### config.mk
export PLATFORM = sky130hd
export DESIGN_NAME = wdt_two_stage
export DESIGN_NICKNAME = d
export VERILOG_FILES = /design/src/rtl/wdt_pkg.sv /design/src/rtl/wdt_exp_sel.sv /design/src/rtl/wdt_main_cnt.sv /design/src/rtl/wdt_grace_cnt.sv /design/src/rtl/wdt_two_stage.sv
export SDC_FILE = /design/constraint.sdc
export NUM_CORES = 1
export LEC_CHECK = 0
export BUFFER_PORTS_ARGS = -buffer_cell sky130_fd_sc_hd__buf_2
export CAP_MARGIN = 20
export CORE_UTILIZATION = 40
export CTS_CLUSTER_SIZE = 24
export DETAILED_ROUTE_END_ITERATION = 8
export SLEW_MARGIN = 20
export SYNTH_ARGS = -nofsm -noshare
export SYNTH_HDL_FRONTEND = slang
export SYNTH_SLANG_ARGS = --single-unit
### constraint.sdc
create_clock -name clk_i -period 2.1 [get_ports clk_i]
set_input_delay 0.105 -clock clk_i [delete_from_list [all_inputs] [get_ports clk_i]]
set_output_delay 0.105 -clock clk_i [all_outputs]
set_load 0.03 [all_outputs]
### src/rtl/wdt_pkg.sv
package wdt_pkg;
  typedef struct packed {
    logic [1:0] sel;
    logic       fast;
    logic [1:0] cdiv;
  } wdt_cfg_t;

  localparam wdt_cfg_t CFG_RST = '{sel: 2'b00, fast: 1'b0, cdiv: 2'b10};
endpackage

### src/rtl/wdt_exp_sel.sv
module wdt_exp_sel #(
  parameter int BASE_FAST = 15,
  parameter int BASE_DIV1 = 16,
  parameter int BASE_MID  = 17,
  parameter int BASE_SLOW = 25,
  parameter int STEP      = 3,
  parameter int EXP_W     = 6
) (
  input  wdt_pkg::wdt_cfg_t cfg_i,
  output logic [EXP_W-1:0]  exp_o
);
  int base;

  always_comb begin
    unique case (cfg_i.cdiv)
      2'b00:   base = cfg_i.fast ? BASE_FAST : BASE_DIV1;
      2'b11:   base = BASE_SLOW;
      default: base = BASE_MID;
    endcase
    exp_o = EXP_W'(base + STEP * int'(cfg_i.sel));
  end
endmodule

### src/rtl/wdt_main_cnt.sv
module wdt_main_cnt #(
  parameter int CNT_W = 34,
  parameter int EXP_W = 6
) (
  input  logic             clk_i,
  input  logic             rst_ni,
  input  logic             restart_i,
  input  logic [EXP_W-1:0] exp_i,
  output logic             term_o
);
  logic [CNT_W-1:0] cnt_q;
  logic [CNT_W-1:0] last;

  // 2^exp - 1; exp == CNT_W wraps to all ones
  assign last   = (CNT_W'(1) << exp_i) - CNT_W'(1);
  assign term_o = !restart_i && (cnt_q == last);

  always_ff @(posedge clk_i or negedge rst_ni) begin
    if (!rst_ni)                  cnt_q <= '0;
    else if (restart_i || term_o) cnt_q <= '0;
    else                          cnt_q <= cnt_q + CNT_W'(1);
  end
endmodule

### src/rtl/wdt_grace_cnt.sv
module wdt_grace_cnt #(
  parameter int GRACE = 512,
  localparam int GW   = $clog2(GRACE)
) (
  input  logic clk_i,
  input  logic rst_ni,
  input  logic restart_i,
  input  logic start_i,
  output logic expire_o
);
  logic          active_q;
  logic [GW-1:0] gcnt_q;

  assign expire_o = !restart_i && active_q && (gcnt_q == GW'(GRACE - 1));

  always_ff @(posedge clk_i or negedge rst_ni) begin
    if (!rst_ni) begin
      active_q <= 1'b0;
      gcnt_q   <= '0;
    end else if (restart_i) begin
      active_q <= 1'b0;
      gcnt_q   <= '0;
    end else if (active_q) begin
      // a timeout inside an open window is ignored
      active_q <= !expire_o;
      gcnt_q   <= expire_o ? '0 : gcnt_q + GW'(1);
    end else if (start_i) begin
      active_q <= 1'b1;
      gcnt_q   <= '0;
    end
  end
endmodule

### src/rtl/wdt_two_stage.sv
module wdt_two_stage #(
  parameter int BASE_FAST = 15,
  parameter int BASE_DIV1 = 16,
  parameter int BASE_MID  = 17,
  parameter int BASE_SLOW = 25,
  parameter int STEP      = 3,
  parameter int GRACE     = 512
) (
  input  logic       clk_i,
  input  logic       rst_ni,
  input  logic [1:0] sel_i,
  input  logic       fast_i,
  input  logic [1:0] cdiv_i,
  input  logic       kick_i,
  input  logic       rst_en_i,
  input  logic       clr_int_i,
  input  logic       clr_rst_i,
  output logic       int_flag_o,
  output logic       rst_flag_o,
  output logic       rst_req_o
);
  import wdt_pkg::*;

  localparam int MAX_B01 = (BASE_FAST > BASE_DIV1) ? BASE_FAST : BASE_DIV1;
  localparam int MAX_B23 = (BASE_MID > BASE_SLOW) ? BASE_MID : BASE_SLOW;
  localparam int MAX_B   = (MAX_B01 > MAX_B23) ? MAX_B01 : MAX_B23;
  localparam int CNT_W   = MAX_B + 3 * STEP;
  localparam int EXP_W   = $clog2(CNT_W + 1);

  wdt_cfg_t         cfg, cfg_q;
  logic [EXP_W-1:0] exp_w;
  logic             restart, term, expire;

  assign cfg     = '{sel: sel_i, fast: fast_i, cdiv: cdiv_i};
  assign restart = kick_i || (cfg != cfg_q);

  always_ff @(posedge clk_i or negedge rst_ni) begin
    if (!rst_ni) cfg_q <= CFG_RST;
    else         cfg_q <= cfg;
  end

  wdt_exp_sel #(
    .BASE_FAST(BASE_FAST), .BASE_DIV1(BASE_DIV1), .BASE_MID(BASE_MID),
    .BASE_SLOW(BASE_SLOW), .STEP(STEP), .EXP_W(EXP_W)
  ) u_exp (
    .cfg_i (cfg),
    .exp_o (exp_w)
  );

  wdt_main_cnt #(.CNT_W(CNT_W), .EXP_W(EXP_W)) u_main (
    .clk_i     (clk_i),
    .rst_ni    (rst_ni),
    .restart_i (restart),
    .exp_i     (exp_w),
    .term_o    (term)
  );

  wdt_grace_cnt #(.GRACE(GRACE)) u_grace (
    .clk_i     (clk_i),
    .rst_ni    (rst_ni),
    .restart_i (restart),
    .start_i   (term),
    .expire_o  (expire)
  );

  // set has priority over clear
  always_ff @(posedge clk_i or negedge rst_ni) begin
    if (!rst_ni) begin
      int_flag_o <= 1'b0;
      rst_flag_o <= 1'b0;
      rst_req_o  <= 1'b0;
    end else begin
      if (term)           int_flag_o <= 1'b1;
      else if (clr_int_i) int_flag_o <= 1'b0;
      if (expire)         rst_flag_o <= 1'b1;
      else if (clr_rst_i) rst_flag_o <= 1'b0;
      rst_req_o <= expire && rst_en_i;
    end
  end
endmodule

==> results.ini <==
[status]
status=complete, but fails checks
violations=setup timing

[die]
fp.dieArea_um2=11800
core-area_um2=10940
ios=14
dieHeight_um=108.6
die_w_um=108.6
fp-row-count=38
start_util=0.4158

[synthesis]
synth_area_um2=4547
ys_top_cells_by_area=dfrtp_1, xnor2_1, xor2_1
synth-edff-count=0
seq_area_frac_synth=0.2865
syn_nets=583
synthArstFlopShare=1.000
syn_area_per_cell_um2=8.119
synth_common_cells=nor2_1, dfrtp_1, xnor2_1
yosysUniqueCellTypes=73
yosys.area.top_type=dfrtp_1
synth_top_flop_cell=dfrtp_1
synth-seq-cells=52
yosysMostFrequentCell=nor2_1
yosysWarningCount=0
yosys.area.top_type_share=0.2807
synthCells=560

[sta]
finalCriticalPeriod_ns=3.937
hold_viol=0
drv_slew=0
max_freq_ghz=0.2540
max-slew-margin-rel=0.5983
setup_ws_ns=-1.837
skew_ns=0.01153
worst_slew_pin_slew_ns=0.5963
setup_viol=45
post-route-period-util=1.875
rsz0062_at_grt=true

[global_route]
grt_pass1_wl_mm=25.22
overflow=0
grt_use_total=0.2780
grt_pass1_vias=4964
antenna_found_initial=0
grt_max_degree=27

[placed_design]
numPortBuffers=13
gp_congestion=0.9566
post-place-ws_ns=-2.481
dp_hpwl_mm=11.52

[pwr]
total_power_uw=3756
power_density_nw_per_um2=540.3
ir_worst_vdd_uv=361.8
p_leak_uw=0.002947

[detailed_routing]
vias=5007
drtIter0Drc=285
first_pass_iters=5
antenna_violating_nets_post_route=0
wl_per_cell_um=17.79
viasPerCell=5.658
finalWirelength_mm=15.75
drc_errors=0

[clocking]
cts_tree=yes
cts_num_sinks=52
clockBufferDepth=2
cts-buffers-inserted=5
path_clk_slew_ns=0.06
insertion_delay_ns=0.30
cts_root_buf=clkbuf_16
h-tree-depth=2

[critical_path]
r2r_slack_ns=-0.35
cp-start-kind=input port
cp_data_arrival_time_ns=4.12
path_buf_inv=7
r2r-start=u_main.cnt_q[27]
reg2regPathDepth=10
worstPathCellList=buf_8, inv_8, ha_4, nand3b_4, inv_6, xnor2_4, ha_4, nor2b_4, nor2_4, o41ai_4, buf_4, xor2_2, or4b_4, nand2_2, nor3_2, buf_4, or3_1, a211oi_2, buf_4, and4b_2, a21bo_4, clkbuf_16, nor2_4
path_class=input port to register
max_stage_delay_ns=0.53
worst-path-max-fanout=8
worst-path-stages=23
worst_setup_path_end_kind=register
cpMostUsedCell=buf_4
critPathTopFamily=simple AND/OR/NAND/NOR gates
crit_required_ns=2.28
cp_slowest_cell=or4b_4
reg2reg_to=u_main.cnt_q[23]

[cells_and_area]
register_area_um2=1303
nets=767
multi_input_area_um2=3592
diodes=0
drive_gt1_frac=0.4242
syn2layout_area_growth_pct=52.86
nFillCells=936

[hold_path]
whs_endpoint=cfg_q[0]
hp-class=input port to register
worst_hold_path.num_cells=2
min-delay-start=cdiv_i[0]

[job]
maxCapViolCount=0

[how the worst max path moves through the flow]
stage,startpoint,to,slack (ns)
after detailed placement,cdiv_i[0],u_main.cnt_q[25],-2.48
after CTS,cdiv_i[1],u_grace.gcnt_q[6],-1.77
after global placement,cdiv_i[0],u_main.cnt_q[33],-2.39
after floorplan,cdiv_i[0],u_main.cnt_q[0],-2.02
final,cdiv_i[0],u_main.cnt_q[23],-1.84
after global routing,cdiv_i[0],u_grace.gcnt_q[6],-1.99
[power breakdown]
| group | leakage [uW] | switching (uW) | internal [uW] |
|---|---|---|---|
| registers | 0.000714 | 2.29 | 1010 |
| clock network | 0.0000671 | 380 | 445 |
| logic | 0.00217 | 1000 | 918 |
[final cells by class]
| type | instances | share of cell area |
|---|---|---|
| sequential | 52 | 0.1874 |
| inverter | 16 | 0.01116 |
| multi-input combinational | 465 | 0.5168 |
| timing repair buffer | 204 | 0.2385 |
| clock buffer | 6 | 0.01854 |
| tap | 140 | 0.02520 |
| clock inverter | 2 | 0.002340 |
[worst reg2reg max path, stage by stage, from the launching register on]
cell and delay, ns:
dfrtp_1 0.37, buf_4 0.15, or3_1 0.38, a31oi_1 0.18, mux2i_1 0.11, a211oi_2 0.21
buf_4 0.15, and4b_2 0.27, a21bo_4 0.24, clkbuf_16 0.23, nor2_4 0.04
[cells in the final DEF, fill, tap and decap left out, types with 6 or more instances in the layout]
cell       instances
dfrtp_1           51
clkbuf_16          8
buf_4            174
nor2_2            17
nor2_1            46
a31oi_1            6
nand4_1           10
inv_1             13
nor3_1            13
o21ai_0           18
or3_1              6
a21oi_1           20
xnor2_1           42
or2_2              7
nand3_1           35
o211ai_1           7
buf_2             11
a211o_1            6
nor4_1             6
xor2_1            33
nand2_1           29
and3_1            17
nor2_4            11
buf_6              7
[kinds of logic (layout without fill, tap and decap cells)]
group,after synthesis,in the layout,share of synthesized area
xor gates and xnor gates,78,78,0.1502
AOI/OAI and AO/OA,122,123,0.1901
buffers and inverters,44,228,0.04375
muxes,7,7,0.01706
DFF,52,52,0.2865
and+or+nand+nor,245,245,0.2793
adders and majority gates,12,12,0.03302
[registers in the layout, summed over array words and instances, names as in the netlist]
register	count
cfg_q	5
u_main.cnt_q	34
rst_flag_o	1
u_grace.active_q	1
rst_req_o	1
u_grace.gcnt_q	9
int_flag_o	1
[metal layers]
layer,global-route usage,up-vias,share of wire
met3,0.03288,44,0.049
met2,0.4453,136,0.47
met4,0.1033,0,0.034
li1,-,2402,-
met1,0.3841,2425,0.45
met5,0,-,0
[per-stage QoR]
| stage | area [um2] | util | setup TNS [ns] | hold WS (ns) | std cells |
|---|---|---|---|---|---|
| finish | 6950 | 0.6356 | -79.36 | 0.04428 | 885 |
| global route | 6950 | 0.6356 | -86.76 | 0.04908 | 885 |
| CTS | 6693 | 0.6120 | -75.78 | 0.03006 | 877 |
| detailed placement | 6092 | 0.5571 | -109.52 | 0.1533 | 850 |
| global placement | 6092 | 0.5571 | -105.58 | 0.1403 | 850 |
| floorplan | 4751 | - | -88.59 | -0.1906 | 560 |
[repair_timing]
action | 4_1_cts | 5_1_grt
hold buffers | 3 | 0
pin swaps | 41 | 20
resized for setup | 68 | 35
hold endpoints to repair | 25 | 0
endpoints found under the setup margin | 45 | 45
gates cloned | 2 | 3
buffers inserted | 14 | 6
(Power assumes the default switching activity.)
